## src/rtl/dirq_pkg.sv

```systemverilog
package dirq_pkg;
  typedef enum logic {XFER_RX = 1'b0, XFER_TX = 1'b1} xfer_dir_e;
  typedef enum logic [1:0] {OP_IDLE = 2'b00, OP_POP = 2'b01, OP_PUSH = 2'b10, OP_BOTH = 2'b11} fifo_op_e;
endpackage

```

## src/rtl/dirq_store.sv

```systemverilog
module dirq_store #(
  parameter int WIDTH = 8,
  parameter int DEPTH = 8,
  localparam int AW = $clog2(DEPTH)
) (
  input  logic             clk,
  input  logic             we,
  input  logic [AW-1:0]    waddr,
  input  logic [WIDTH-1:0] wdata,
  input  logic [AW-1:0]    raddr,
  output logic [WIDTH-1:0] rdata
);
  logic [WIDTH-1:0] cells [DEPTH];

  always_ff @(posedge clk) begin
    if (we) cells[waddr] <= wdata;
  end

  assign rdata = cells[raddr];
endmodule

```

## src/rtl/dirq_ctrl.sv

```systemverilog
module dirq_ctrl
  import dirq_pkg::*;
#(
  parameter int DEPTH = 8,
  localparam int AW = $clog2(DEPTH),
  localparam int CW = $clog2(DEPTH) + 1
) (
  input  logic          clk,
  input  logic          rst_n,
  input  logic          drop_all,
  input  logic          push_req,
  input  logic          pop_req,
  output logic          push_ok,
  output logic          pop_ok,
  output logic [AW-1:0] wr_ptr,
  output logic [AW-1:0] rd_ptr,
  output logic [CW-1:0] level,
  output logic          full,
  output logic          empty,
  output logic          ovf,
  output logic          unf
);
  localparam logic [CW-1:0] FULL_LVL = CW'(DEPTH);

  fifo_op_e op;

  assign full    = (level == FULL_LVL);
  assign empty   = (level == '0);
  assign push_ok = push_req && !full;
  assign pop_ok  = pop_req && !empty;
  assign op      = fifo_op_e'({push_ok, pop_ok});

  always_ff @(posedge clk or negedge rst_n) begin
    if (!rst_n) begin
      wr_ptr <= '0;
      rd_ptr <= '0;
      level  <= '0;
      ovf    <= 1'b0;
      unf    <= 1'b0;
    end else if (drop_all) begin
      wr_ptr <= '0;
      rd_ptr <= '0;
      level  <= '0;
      ovf    <= 1'b0;
      unf    <= 1'b0;
    end else begin
      if (push_ok) wr_ptr <= wr_ptr + 1'b1;
      if (pop_ok)  rd_ptr <= rd_ptr + 1'b1;
      unique case (op)
        OP_PUSH: level <= level + 1'b1;
        OP_POP:  level <= level - 1'b1;
        default: level <= level;
      endcase
      if (push_req && full) ovf <= 1'b1;
      if (pop_req && empty) unf <= 1'b1;
    end
  end
endmodule

```

## src/rtl/dirq_thresh.sv

```systemverilog
module dirq_thresh
  import dirq_pkg::*;
#(
  parameter int DEPTH = 8,
  localparam int CW = $clog2(DEPTH) + 1
) (
  input  logic [CW-1:0] level,
  input  xfer_dir_e     dir,
  output logic          hit
);
  localparam logic [CW-1:0] HALF = CW'(DEPTH / 2);

  always_comb begin
    unique case (dir)
      XFER_TX: hit = (level <= HALF);
      default: hit = (level >= HALF);
    endcase
  end
endmodule

```

## src/rtl/dirq_fifo.sv

```systemverilog
module dirq_fifo
  import dirq_pkg::*;
#(
  parameter int WIDTH = 8,
  parameter int DEPTH = 8,
  localparam int AW = $clog2(DEPTH),
  localparam int CW = $clog2(DEPTH) + 1
) (
  input  logic             clk,
  input  logic             rst_n,
  input  logic             wr_valid,
  output logic             wr_ready,
  input  logic [WIDTH-1:0] wr_data,
  output logic             rd_valid,
  input  logic             rd_ready,
  output logic [WIDTH-1:0] rd_data,
  input  logic             clr,
  input  logic             ctl_rst,
  input  logic             ien_we,
  input  logic             ien_wdata,
  input  logic             dir_tx,
  input  logic             dir_valid,
  output logic [CW-1:0]    fill_level,
  output logic             is_full,
  output logic             is_empty,
  output logic             ovf_flag,
  output logic             unf_flag,
  output logic             irq_en,
  output logic             irq
);
  logic          push_ok, pop_ok, thr_hit, drop_all;
  logic [AW-1:0] wr_ptr, rd_ptr;

  assign drop_all = clr || ctl_rst;

  dirq_ctrl #(.DEPTH(DEPTH)) u_ctrl (
    .clk      (clk),
    .rst_n    (rst_n),
    .drop_all (drop_all),
    .push_req (wr_valid),
    .pop_req  (rd_ready),
    .push_ok  (push_ok),
    .pop_ok   (pop_ok),
    .wr_ptr   (wr_ptr),
    .rd_ptr   (rd_ptr),
    .level    (fill_level),
    .full     (is_full),
    .empty    (is_empty),
    .ovf      (ovf_flag),
    .unf      (unf_flag)
  );

  dirq_store #(.WIDTH(WIDTH), .DEPTH(DEPTH)) u_store (
    .clk   (clk),
    .we    (push_ok && !drop_all),
    .waddr (wr_ptr),
    .wdata (wr_data),
    .raddr (rd_ptr),
    .rdata (rd_data)
  );

  dirq_thresh #(.DEPTH(DEPTH)) u_thr (
    .level (fill_level),
    .dir   (xfer_dir_e'(dir_tx)),
    .hit   (thr_hit)
  );

  always_ff @(posedge clk or negedge rst_n) begin
    if (!rst_n)       irq_en <= 1'b0;
    else if (ctl_rst) irq_en <= 1'b0;
    else if (ien_we)  irq_en <= ien_wdata;
  end

  assign wr_ready = !is_full;
  assign rd_valid = !is_empty;
  assign irq      = thr_hit && irq_en && dir_valid;
endmodule

```

## config.mk

```make
export PLATFORM = sky130hd
export DESIGN_NAME = dirq_fifo
export DESIGN_NICKNAME = d
export VERILOG_FILES = /design/src/rtl/dirq_pkg.sv /design/src/rtl/dirq_store.sv /design/src/rtl/dirq_ctrl.sv /design/src/rtl/dirq_thresh.sv /design/src/rtl/dirq_fifo.sv
export SDC_FILE = /design/constraint.sdc
export NUM_CORES = 1
export LEC_CHECK = 0
export BUFFER_PORTS_ARGS = -buffer_cell sky130_fd_sc_hd__clkbuf_2
export CORE_MARGIN = 2
export CORE_UTILIZATION = 62
export DETAILED_ROUTE_END_ITERATION = 6
export GPL_TIMING_DRIVEN = 1
export PLACE_DENSITY = 0.92
export SYNTH_ARGS = -nofsm -noshare
export SYNTH_HDL_FRONTEND = slang
export SYNTH_SLANG_ARGS = --single-unit
```

## constraint.sdc

```tcl
create_clock -name clk -period 5.7 [get_ports clk]
set_clock_uncertainty 0.05 [all_clocks]
set_input_delay 0.855 -clock clk [delete_from_list [all_inputs] [get_ports clk]]
set_output_delay 0.855 -clock clk [all_outputs]
set_load 0.02 [all_outputs]
```

==> Word-level counts from Yosys, hierarchy flattened <==
Memory sizes are Yosys's and may differ from the RTL's.
Index checks and enable logic that the tools add are counted.
{ "classes": {"addsub": 4, "order_cmp": 2, "eq_ne": 3, "n_mux": 15, "reduce_logical": 18} }
{ "op_table": {"columns": ["op", "n"], "rows": [
  ["$mux 3", 4],
  ["$reduce_bool 2->1", 5],
  ["$mux 1", 9],
  ["$pmux 4 s2", 1],
  ["$logic_and 1x1->1", 7],
  ["$add 3x1->3 const B", 2],
  ["$add 4x1->4 const B", 1],
  ["$eq 4x4->1 const B", 1],
  ["$ge 4x3->1 const B", 1],
  ["$le 4x3->1 const B", 1],
  ["$logic_not 4->1", 1],
  ["$mux 4", 1],
  ["$sub 4x1->4 const B", 1],
  ["$logic_not 1->1", 3],
  ["$reduce_bool 3->1", 1],
  ["$eq 2x1->1 const B", 1],
  ["$eq 2x2->1 const B", 1],
  ["$logic_or 1x1->1", 1]
]} }
{ "totals": {"regBits": 13, "ramBits": 64, "input_bits": 18, "word_cells": 49, "memories": 1} }
{ "mem_list": {"columns": ["name", "words", "width", "read_ports", "rd_clocked_by_memory_dff", "write_ports", "line_no", "source"], "rows": [
  ["u_store.cells", 8, 8, 1, 0, 1, "dirq_store.sv:13", "logic [WIDTH-1:0] cells [DEPTH];"]
]} }

==> Longest topological paths before layout <==
Gate-level depths: netlist (run 1).
{ "depth": {"depth_word": 6, "mapped_depth": 10, "mapped_depth_nobuf": 8} }

==> Cells and area by module <==
Synthesis (run 1) repeated with hierarchy kept, for this count alone.
{ "hier_totals": {"cells_unflattened": 197, "hier_area_um2": 3397.0} }
{ "by_module_without_submodules": {"columns": ["mod", "instances", "cells_per_inst", "area_per_inst_um2"], "rows": [
  ["dirq_store", 1, 106, 2531.2],
  ["dirq_ctrl", 1, 79, 772.0],
  ["dirq_fifo", 1, 9, 71.3],
  ["dirq_thresh", 1, 3, 22.5]
]} }

==> Worst setup path before layout (run 1) <==
OpenSTA, ideal clock, no wires.
{ "synth_path": {"kind": "input to register", "startpoint": "input port wr_valid", "endpoint": "memory u_store.cells[2][0] (enable)", "arrival_time_ps": 2277, "t_required_ps": 5252, "slack_ps": 2975, "cell_stages": 3, "n_path_buf": 1, "path_cell_list": "clkbuf_1 -> nand3_1 -> nor4b_1"} }
{ "synth_between": {"elab_chain_cells": 4} }
{ "synth_rtl": {"columns": ["item", "line_no", "source"], "rows": [
  ["start: declaration", "dirq_fifo.sv:11", "input logic wr_valid,"],
  ["$logic_and 1x1->1", "dirq_ctrl.sv:29", "assign push_ok = push_req && !full;"],
  ["$logic_and 1x1->1", "dirq_fifo.sv:55", ".we (push_ok && !drop_all),"],
  ["$mux 1", "dirq_store.sv:16", "if (we) cells[waddr] <= wdata;"],
  ["$mux 1 (implied by the code)", "dirq_store.sv:16", null],
  ["end: declaration", "dirq_store.sv:13", null]
]} }
Every way passes these cells.

==> Final worst setup path (run 1) <==
{ "layout_path": {"startpoint": "register u_ctrl.rd_ptr[0]", "endpoint": "output port rd_data[4]"} }
{ "layout_between": {"elab_chain_cells": 1} }
{ "layout_rtl": {"columns": ["item", "line_no", "source"], "rows": [
  ["start: declaration", "dirq_ctrl.sv:16", "output logic [AW-1:0] rd_ptr,"],
  ["start signal: assignment", "dirq_ctrl.sv:48", "if (pop_ok) rd_ptr <= rd_ptr + 1'b1;"],
  ["$mem_v2 8x8", null, null],
  ["end: declaration", "dirq_fifo.sv:16", "output logic [WIDTH-1:0] rd_data,"]
]} }
Every way passes these cells.

==> results of run 1 <==
[layout by cell type, fill, tap and decap left out, types with 2 or more instances in the layout]
master    instances
nor2_1           11
nor4b_2           2
clkbuf_2         37
nand3_1           3
mux2_2            8
dfrtp_1          13
o21ai_0           3
a21oi_1           7
buf_4             3
nor4_1            2
clkinv_4          2
nor3_1            5
nand2_1           8
clkbuf_8          9
inv_1             4
xor2_1            3
xnor2_1           3
edfxtp_1         64
ha_1              3
mux4_2           16
nor3b_2           4
[final cells by class]
cell class,instances,area (sq um)
flip-flops and latches,77,2250
fillers,319,1390
multi-input cells,91,933
repair buffers,40,208
clock buffers,10,128
well taps,70,87.6
clock inverters,6,63.8
inverters,4,15.0
[logic make-up after synthesis]
family / synth area share (%)
AO/OA/AOI/OAI: 4.25
XOR/XNOR: 1.62
adder cells (fa/ha/maj): 1.16
buffers and inverters: 2.51
flip-flops: 69.4
multiplexers: 14.2
AND/OR/NAND/NOR: 6.88
[power breakdown]
part	switching (mW)	internal (mW)	total [mW]
clock network	0.197	0.202	0.398
logic	0.0298	0.0207	0.0506
registers	0.00645	0.614	0.620
total	0.233	0.836	1.07
[path summary, 6_finish.rpt]
kind                                  startpoint                to  slack [ns]  depth (start not counted)
worst max-delay path            u_ctrl.rd_ptr[0]        rd_data[4]        2.31                          3
worst min-delay path                       rst_n            irq_en        0.35                          1
worst max register to register   u_ctrl.level[2]   u_ctrl.level[2]        3.03                          8
worst min register to register        u_ctrl.unf        u_ctrl.unf        0.46                          2
max in group asynchronous                  rst_n  u_ctrl.rd_ptr[0]        4.99                          1
min in group clk                      u_ctrl.unf        u_ctrl.unf        0.46                          2
[worst max-delay path, delay by kind of cell, from the launching register on]
kind	cells	cell delay, ns
buffers and inverters	1	0.16
DFF	1	1.08
muxes	2	0.90
[stage by stage]
stage | instances | power [mW] | hold slack, ns
floorplan | 184 | 0.661 | 0.509
global placement | 282 | 0.681 | 0.433
detailed placement | 282 | 0.683 | 0.447
CTS | 298 | 1.07 | 0.349
global route | 298 | 1.10 | 0.372
finish | 298 | 1.07 | 0.353
[registers in the layout (all words and copies together), names as in the netlist]
name	count
u_ctrl.ovf	1
u_ctrl.rd_ptr	3
u_ctrl.unf	1
irq_en	1
u_ctrl.level	4
u_ctrl.wr_ptr	3
u_store.cells	64
[per-layer routing]
| metal | global-route usage [%] | vias to the layer above | share of wire (%) |
|---|---|---|---|
| li1 | - | 805 | - |
| met1 | 29.7 | 882 | 41 |
| met2 | 36.5 | 48 | 52 |
| met3 | 4.38 | 9 | 4.7 |
| met4 | 8.36 | 0 | 1.5 |
| met5 | 0 | - | 0 |
==> summary.md, run 1 <==
| Metric | Value |
|---|---|
| Outcome | `finished, final reports clean` |
| Hold_buf cts | `0` |
| Synthesis-to-layout area growth | `13.7%` |
| Via density | `5.85` |
| Setup TNS | `0 ns` |
| CP max-delay cell | `dfrtp_1` |
| Maxcap violations | `0` |
| RSZ-0062 raised after global routing | `false` |
| EDFF count, synth | `64` |
| Maximum clock rate | `295 MHz` |
| Primary FF master, synth | `edfxtp_1` |
| CP peak stage delay | `about 1.1 ns` |
| Hold WC Path Type | `input port to async pin` |
| Die area | `0.00582 sq mm` |
| Die Ht | `~76 microns` |
| Post-route cell area | `~0.0037 sq mm` |
| Placed Area | `0.00349 sq mm` |
| Part of the cycle the worst path needs | `59.4%` |
| Drt drc | `0` |
| Final WS setup | `around 2.3 ns` |
| Top-area cell type share of the netlist area | `59.3%` |
| Final hold violation count | `0` |
| Peak VDD IR | `~0.22 mV` |
| Worst skew pair latency | `0.34 ns` |
| Final Util | `between 70% and 80%` |
| Dpl hpwl | `3620 microns` |
| Net count, final | `244` |
| Share of layout cells above drive strength 1 | `between 30% and 40%` |
| Leak | `1.30 nW` |
| CTS tree | `done` |
| Root buf cell | `clkbuf_8` |
| H-Tree Depth | `3` |
| Drt pass-1 iters | `4` |
| Crit path DAT | `2.48 ns` |
| Power Density | `290 mW/mm^2` |
| Number of global-route vias before repair | `1844` |
| Post-Syn Instances | `184` |
| Fin crit period | `3.39 ns` |
| Synth unique cells | `35` |
| Ys Warns | `0` |
| # rows | `26` |
| Mean post-synth cell area | `17.6 sq um` |
| Max Buffers Root-to-Sink | `2` |
| Antenna Cells | `0` |
| Synth Register Bits | `between 70 and 80` |
| Critical path class | `flip-flop to primary output` |
| Initial Util | `63.8%` |
| Synth cell count leaders | `edfxtp_1 (64), mux4_2 (16), dfrtp_1 (13)` |
| Overall routing resource usage | `22.1%` |
| Post-Route WL | `5800 microns` |
| IO Count | `38` |
| Crit-path cells | `mux4_2, mux2_2, clkbuf_2` |
| Setup Fix Bufs, Post-CTS | `0` |
| Critical-path maximum fanout | `18` |
| Final antenna-violating net count | `0` |
| Worst EP required | `4.80 ns` |
| DRT iter0 DRCs | `133` |
| Register area share after synthesis | `69.4%` |
| First-pass GRT wire length | `9520 microns` |
| Most frequent cell after synthesis | `edfxtp_1` |
| Slew HR | `22.1%` |
| Final setup vio count | `0` |
| GRT overflow | `0` |
| Clk slew on worst S/H paths | `roughly 0.080 ns` |
| Port Buf Inserts | `37` |
| Wire length per cell | `19.5 microns` |
| Initial antenna violation count | `0` |
| Largest net degree at the start of global routing | `19` |
| Post-Place Setup Slack | `2.63 ns` |
| Slew @ Worst Pin | `1.17 ns` |
| Syn Nets | `roughly 200` |
| CTS resizes | `0` |
| CP Capture Type | `primary output` |
| TritonCTS Buffers | `9` |
| Core footprint | `slightly above 0.005 sq mm` |
| Cell Area, Synth | `0.00324 sq mm` |
| Ys async rst share | `~17%` |
| Slew Limit Fails | `0` |
| Main area contributors after synthesis | `edfxtp_1 (59%), mux4_2 (11%), dfrtp_1 (10%)` |
| Final GP Congestion | `around 0.77` |
| Worst Setup Start Kind | `flip-flop` |
| Clock Sinks | `77` |
| Die width | `76.3 microns` |
| Via count of the routed design | `1744` |
| Synth area leader | `edfxtp_1` |
(Power assumes the default switching activity.)
==> run 2: changes to the inputs <==
- ABC_AREA: default -> 1
- CORE_UTILIZATION: 62 -> 52
- PLACE_DENSITY: 0.92 -> 0.83
- clock period: 5.7 -> 3 ns (I/O delays scaled with it)
==> run 2 against run 1 <==
- setup slack worse by 1.9 ns
- die area up 20%
- highest routed layer unchanged
- largest cell class unchanged
- sequential cell count did not move
- total power up 100%
- hold slack worse by 0.11 ns
- largest power group unchanged
- via count up 35%
==> summary.md, run 2 <==
| Metric | Value |
|---|---|
| Number of global-route vias before repair | `2273 (+23%)` |
| Inst Count DP | `411 (+46%)` |
| Synth unique cells | `24 (-31%)` |
| Wire length per cell | `16.5 microns (-15%)` |
| Cells on worst reg2reg path | `6 (-2)` |
| Die area | `0.00698 sq mm (+20%)` |
| Leak | `1.54 nW (+19%)` |
| Initial Util | `54.6% (-9.2 points)` |
| Fin crit period | `2.62 ns` |
| Worst EP required | `2.50 ns (-2.30 ns)` |
| Final hold violation count | `0 (unchanged)` |
| DRT iter0 DRCs | `288 (+120%)` |
| GRT overflow | `0 (unchanged)` |
| Max Buffers Root-to-Sink | `2 (unchanged)` |
| Die width | `83.6 microns (+9.5%)` |
| Synth area leader | `edfxtp_1` |
| Core footprint | `0.00603 sq mm (+19%)` |
| Main area contributors after synthesis | `edfxtp_1 (58%), dfrtp_1 (9.9%), nor2_1 (7.9%)` |
| Met3 global-route usage | `3.96% (-0.43 points)` |
| CTS tree | `done` |
| Slew @ Worst Pin | `0.713 ns (-0.453 ns)` |
| H-Tree Depth | `3 (unchanged)` |
| TritonCTS Buffers | `9 (unchanged)` |
| Maximum clock rate | `382 MHz` |
| Slew Limit Fails | `0 (unchanged)` |
| Top-area cell type share of the netlist area | `58.4% (-0.92 points)` |
| Met2 usage | `33.6% (-3.0 points)` |
| Root buf cell | `clkbuf_8` |
| Critical path class | `flip-flop to primary output` |
| Ys async rst share | `16.9% (unchanged)` |
| Crit Reg-Reg Endpoint | `u_store.cells[6][5]` |
| Largest regs | `u_store.cells x64, u_ctrl.level x4` |
| Post-Route WL | `7070 microns (+22%)` |
| Net count, final | `369 (+51%)` |
| Primary FF master, synth | `edfxtp_1` |
| CP Capture Type | `primary output` |
| Die Ht | `83.6 microns (+9.5%)` |
| WHS Path Cells | `2` |
| Largest register by flop count | `u_store.cells` |
| EDFF count, synth | `64 (unchanged)` |
| RSZ-0062 raised after global routing | `false` |
| Combinational fraction of design power | `5.8% (+1.1 points)` |
| Psw | `0.466 mW (+100%)` |
| Largest register FFs | `64 (unchanged)` |
| Register area share after synthesis | `68.3% (-1.1 points)` |
| Final GP Congestion | `0.791 (+2.5%)` |
| Post-Place Setup Slack | `0.767 ns (-1.87 ns)` |
| Final setup vio count | `0 (unchanged)` |
| Part of the cycle the worst path needs | `87.3%` |
| Initial antenna violation count | `0 (unchanged)` |
| Critical-path maximum fanout | `19 (+1)` |
| Crit path DAT | `2.12 ns (-0.36 ns)` |
| CTS resizes | `0 (unchanged)` |
| Reg2reg setup slack | `0.88 ns (-2.15 ns)` |
| Clk slew on worst S/H paths | `0.07 ns (about the same)` |
| Post-route cell area | `0.00384 sq mm (+4.4%)` |
| Worst Setup Start Kind | `flip-flop` |
| Peak VDD IR | `0.404 mV (+84%)` |
| Dpl hpwl | `4490 microns (+24%)` |
| Power Density | `557 mW/mm^2 (+92%)` |
| Ys Warns | `0 (unchanged)` |
| Placed Area | `0.00362 sq mm (+3.7%)` |
| Outcome | `finished, final reports clean` |
| Setup TNS | `0 ns (unchanged)` |
| Clock Sinks | `77 (unchanged)` |
| Synth Register Bits | `77 (unchanged)` |
| Final Util | `63.8% (-8.8 points)` |
| Post-Syn Instances | `297 (+61%)` |
| Drt drc | `0 (unchanged)` |
| Worst hold path startpoint | `ctl_rst` |
| Most frequent cell after synthesis | `nor2_1` |
| IO Count | `38 (unchanged)` |
| Fill count | `452 (+42%)` |
| Commonest non-fill, non-tap cells in the layout | `nor2_1 (69), edfxtp_1 (64), o21ai_0 (39)` |
| RR Startpoint | `u_ctrl.level[0]` |
| Final antenna-violating net count | `0 (unchanged)` |
| Fin cells | `428 (+44%)` |
| # rows | `28 (+7.7%)` |
| Syn Nets | `318 (+55%)` |
| Drt pass-1 iters | `4 (unchanged)` |
| WHS Endpoint | `irq_en` |
| Clk network pwr share | `39.5% (+2.2 points)` |
| Share of layout cells above drive strength 1 | `20.7% (-18 points)` |
| Pint | `1.68 mW (+100%)` |
| Synthesis-to-layout area growth | `16.8%` |
| Antenna Cells | `0 (unchanged)` |
| Overall routing resource usage | `21.2% (-0.93 points)` |
| Slew HR | `52.3% (+30 points)` |
| Final WS setup | `0.381 ns (-1.93 ns)` |
| Cell Area, Synth | `0.00329 sq mm (+1.6%)` |
| Worst skew pair latency | `0.34 ns (about the same)` |
| Most Crowded Layer GR | `met2` |
| Flop pwr share | `54.7% (-3.3 points)` |
| Port Buf Inserts | `37 (unchanged)` |
| Largest net degree at the start of global routing | `34 (+15)` |
| Commonest non-fill, non-tap cell in the layout | `nor2_1` |
| Net Sw Frac | `21.8% (-0.048 points)` |
| First-pass GRT wire length | `11400 microns (+20%)` |
| Synth cell count leaders | `nor2_1 (69), edfxtp_1 (64), o21ai_0 (39)` |
| Hold WC Path Type | `input port to flip-flop` |
| Via count of the routed design | `2350 (+35%)` |
| Met1 Resource Use GR | `28.7% (-0.98 points)` |
| Mean post-synth cell area | `11.1 sq um (-37%)` |
| Via density | `5.49 (-6.2%)` |
| Maxcap violations | `0 (unchanged)` |
run 2: changes by cell type in the layout (fill, tap and decap cells not counted), sizes merged, moves of 16 or more:
cell,delta
nor2,+62
inv,+22
nand2,+22
o21ai,+39
mux4,-16
run 2: timing repair:
item | in CTS | in global routing
endpoints found under the hold margin | 13 | 0
hold buffers | 1 | 0
setup buffers | 0 | 0
run 2: cell families (layout without fill, tap and decap cells):
kind of cell | count (synthesis) | in the layout | share of synthesized area, %
DFF | 77 | 77 | 68.3
and+or+nand+nor | 112 | 112 | 14.5
xor gates and xnor gates | 1 | 1 | 0.266
buffers and inverters | 36 | 92 | 4.11
adders and majority gates | 3 | 3 | 1.14
AOI/OAI and AO/OA | 68 | 68 | 11.7
run 2: worst max-delay path by stage:
stage,start,end,slack (ns)
final,u_ctrl.rd_ptr[0],rd_data[2],0.38
after CTS,u_ctrl.rd_ptr[0],rd_data[2],0.35
after detailed placement,clr,u_store.cells[6][1],0.77
after global placement,u_ctrl.rd_ptr[0],rd_data[1],0.78
after global routing,u_ctrl.rd_ptr[0],rd_data[2],0.05
after floorplan,clr,u_store.cells[4][0],0.97
run 2: layout make-up:
class | instances | area (sq um) | area share, %
clock buffer | 11 | 131 | 3.42
clock inverter | 5 | 85.1 | 2.21
inverter | 27 | 101 | 2.64
multi-input combinational | 184 | 908 | 23.6
sequential | 77 | 2250 | 58.4
tap | 75 | 93.8 | 2.44
timing repair buffer | 49 | 278 | 7.22
run 2: power groups by stage:
| stage | logic (mW) | registers [mW] | clock network [mW] |
|---|---|---|---|
| 3_3_place_gp | 0.117 | 1.20 | 0 |
| 2_1_floorplan | 0.0628 | 1.20 | 0 |
| 6_report | 0.123 | 1.17 | 0.846 |
| 3_5_place_dp | 0.121 | 1.20 | 0 |
| 5_1_grt | 0.136 | 1.17 | 0.903 |
| 4_1_cts | 0.123 | 1.17 | 0.852 |
run 2: metal layers:
layer	share of wire, %	wire [microns]
met4	2.0	144
met1	44	3080
met2	48	3400
met3	6.3	447
met5	0	0
run 2: critical path, stage by stage, from the launching register on:
cell	delay, ns
dfrtp_1	0.38
inv_1	0.40
buf_4	0.30
o21ai_0	0.10
o22ai_1	0.17
nor2_1	0.06
a31oi_1	0.17
clkbuf_2	0.20
run 2: per-stage QoR:
step,hold WS [ns],power [mW]
after global routing,0.242,2.21
after CTS,0.228,2.15
final,0.246,2.14
after floorplan,0.104,1.26
after global placement,0.309,1.31
after detailed placement,0.313,1.32
==> run 3: changes to the inputs <==
- CORE_UTILIZATION: 52 -> 53
- PLACE_DENSITY: 0.83 -> 0.84
- SETUP_SLACK_MARGIN: default -> 0.5
- SYNTH_HIERARCHICAL: default -> 1
==> run 3 against run 2 <==
- global-route usage is 0.70 points higher
- die area is 10% higher
- fmax rose by 9.6%
- first-iteration DRC count decreased by 48%
- sequential share of layout area shrank 4.9 points
- register-to-register slack worse by 0.27 ns
- sequential power is essentially flat
- final area increased by 9.1%
- setup slack improved by 0.23 ns
- core utilization fell by 2.1 points
- sequential cell count did not move
- critical endpoint is now u_store/cells[5][5]
- largest power group unchanged
- highest routed layer unchanged
==> summary.md, run 3 <==
| Metric | Value |
|---|---|
| Flop pwr share | `51.6% (-3.1 points)` |
| Final antenna-violating net count | `0 (unchanged)` |
| EDFF count, synth | `64 (unchanged)` |
| Synth cell count leaders | `nand2_1 (128), inv_1 (84), edfxtp_1 (64)` |
| Hold WC Path Type | `input port to flip-flop` |
| Post-route cell area | `0.00419 sq mm (+9.1%)` |
| Core footprint | `0.00679 sq mm (+13%)` |
| Maxcap violations | `0 (unchanged)` |
| Ys async rst share | `16.9% (unchanged)` |
| RSZ-0062 raised after global routing | `true` |
| Mean post-synth cell area | `9.28 sq um (-16%)` |
| Initial Util | `54.8% (+0.16 points)` |
| Post-synthesis compound-gate area fraction | `2.25% (-9.5 points)` |
| Largest family of logic cells by synthesized area | `simple AND/OR/NAND/NOR gates` |
| Clk network pwr share | `38.6% (-0.9 points)` |
| Drt drc | `0 (unchanged)` |
| Final Util | `61.7% (-2.1 points)` |
| Final WS setup | `0.610 ns (+0.229 ns)` |
| Main area contributors after synthesis | `edfxtp_1 (52%), nand2_1 (13%), dfrtp_1 (8.7%)` |
| Post-Synth XOR/XNOR Area | `0.706% (+0.44 points)` |
| Setup TNS | `0 ns (unchanged)` |
| Die Ht | `87.8 microns (+5.1%)` |
| Final setup vio count | `0 (unchanged)` |
| Top-area cell type share of the netlist area | `51.6% (-6.8 points)` |
| Maximum clock rate | `418 MHz (+9.6%)` |
| Ys Warns | `6 (+6)` |
| Primary FF master, synth | `edfxtp_1` |
| Critical-path maximum fanout | `8 (-11)` |
| Inst Count DP | `525 (+28%)` |
| Post-Place Setup Slack | `0.611 ns (-0.156 ns)` |
| Final GP Congestion | `0.796 (+0.68%)` |
| Pint | `1.78 mW (+6.3%)` |
| Clock Sinks | `77 (unchanged)` |
| Post-Syn Instances | `401 (+35%)` |
| Share of layout cells above drive strength 1 | `17.3% (-3.4 points)` |
| CP Capture Type | `flip-flop` |
| Port Buf Inserts | `37 (unchanged)` |
| Largest net degree at the start of global routing | `33 (-2.9%)` |
| Die area | `0.00771 sq mm (+10%)` |
| Commonest non-fill, non-tap cell in the layout | `nand2_1` |
| Setup Fix Bufs, Post-CTS | `0 (unchanged)` |
| Fin cells | `542 (+27%)` |
| Combinational fraction of design power | `9.7% (+3.9 points)` |
| Synthesis-to-layout area growth | `12.7%` |
| First-pass GRT wire length | `12300 microns (+8.3%)` |
| Synth area leader | `edfxtp_1` |
| Mux contribution to synthesized area | `0% (unchanged)` |
| Outcome | `finished, final reports clean` |
| Peak VDD IR | `0.348 mV (-14%)` |
| Largest regs | `u_store/cells x64, u_ctrl/level x4` |
| Clk slew on worst S/H paths | `0.08 ns (about the same)` |
| Max Buffers Root-to-Sink | `2 (unchanged)` |
| Power Total | `2.30 mW (+7.3%)` |
| Die width | `87.8 microns (+5.1%)` |
| Slew Limit Fails | `0 (unchanged)` |
| Simple-gate portion of the synthesized area | `23.3% (+8.8 points)` |
| Synth Register Bits | `77 (unchanged)` |
| Overall routing resource usage | `21.9% (+0.70 points)` |
| Slew HR | `54.9% (+2.6 points)` |
| GRT overflow | `0 (unchanged)` |
| Worst Setup Start Kind | `flip-flop` |
| Critical path class | `flip-flop to flip-flop` |
| Fin Hold WS | `0.280 ns (+0.0339 ns)` |
| Number of global-route vias before repair | `2646 (+16%)` |
| Synth Area in Adders | `1.34% (+0.20 points)` |
| Wire length per cell | `14.1 microns (-15%)` |
| Register area share after synthesis | `60.4% (-7.9 points)` |
| Most frequent cell after synthesis | `nand2_1` |
| Part of the cycle the worst path needs | `79.7% (-7.6 points)` |
| IO Count | `38 (unchanged)` |
| Antenna Cells | `0 (unchanged)` |
| Cell Area, Synth | `0.00372 sq mm (+13%)` |
| Post-Route WL | `7620 microns (+7.7%)` |
| H-Tree Depth | `3 (unchanged)` |
| Initial antenna violation count | `0 (unchanged)` |
| Root buf cell | `clkbuf_8` |
| Net Sw Frac | `22.5% (+0.73 points)` |
| TritonCTS Buffers | `9 (unchanged)` |
| DRT iter0 DRCs | `150 (-48%)` |
| # rows | `30 (+7.1%)` |
| Worst skew pair latency | `0.35 ns (about the same)` |
| Slew @ Worst Pin | `0.674 ns (-0.0389 ns)` |
| Crit path DAT | `2.32 ns (+0.20 ns)` |
| Commonest non-fill, non-tap cells in the layout | `nand2_1 (128), inv_1 (84), edfxtp_1 (64)` |
| Largest register FFs | `64 (unchanged)` |
| Syn Nets | `423 (+33%)` |
| CTS tree | `done` |
| Fin crit period | `2.39 ns (-0.229 ns)` |
| Worst EP required | `2.93 ns (+0.43 ns)` |
| Via density | `4.86 (-11%)` |
| Psw | `0.517 mW (+11%)` |
| Via count of the routed design | `2635 (+12%)` |
| Power Density | `548 mW/mm^2 (-1.7%)` |
| Net count, final | `463 (+25%)` |
| Largest register by flop count | `u_store/cells` |
| Leak | `2.03 nW (+32%)` |
| Placed Area | `0.00394 sq mm (+8.9%)` |
| Drt pass-1 iters | `4 (unchanged)` |
| Dpl hpwl | `5450 microns (+22%)` |
| Final hold violation count | `0 (unchanged)` |
| Synth unique cells | `28 (+17%)` |
## run 3: worst max-delay path, cell delays in order (launching register included)
cell and delay [ns]:
dfrtp_1 0.47, inv_2 0.10, nor2_2 0.04, nand2_2 0.10, nand2_4 0.10, inv_2 0.09
nor3b_1 0.29, nand2_1 0.21, nor2_1 0.58
## run 3: cell type report
class                      count  area [sq um]
multi-input combinational    221          1030
clock buffer                  13           170
fill                         569          2600
clock inverter                 3          65.1
tap                           96           120
sequential                    77          2250
timing repair buffer          40           210
inverter                      92           348
## run 3: layer usage
metal / global-route usage (%) / vias up / routed length (microns)
met4: 7.41 / 0 / 76
met5: 0 / - / 0
met2: 37.9 / 86 / 3910
li1: - / 1317 / -
met1: 26.8 / 1223 / 3120
met3: 5.66 / 9 / 514
## run 3: path summary, 6_finish.rpt
check                      slack (ns)  depth (start not counted)                  end            start
setup / recovery                 0.61                          8  u_store/cells[5][5]  u_ctrl/level[3]
hold / removal                   0.28                          3               irq_en        ien_wdata
setup reg to reg                 0.61                          8  u_store/cells[5][5]  u_ctrl/level[3]
hold reg to reg                  0.46                          1           u_ctrl/unf       u_ctrl/unf
max in group asynchronous        2.16                          2     u_ctrl/wr_ptr[2]            rst_n
min in group asynchronous        0.48                          2      u_ctrl/level[3]            rst_n
## run 3: cell families after synthesis
logic type      count (synthesis)
fa+ha+maj                       4
simple gates                  200
compound gates                 14
buf+inv                       103
xor+xnor                        3
flops                          77
## run 3: power groups by stage
stage               sequential, mW  clock (mW)  combinational, mW
global route                  1.19       0.943              0.249
CTS                           1.19       0.905              0.224
floorplan                     1.21           0              0.147
global placement              1.21           0              0.215
detailed placement            1.21           0              0.222
finish                        1.19       0.888              0.224
## run 3: what timing repair did
action	4_1_cts	5_1_grt
gates resized for setup	0	3
endpoints found under the hold margin	13	0
hold buffers	1	0
endpoints found under the setup margin	0	24
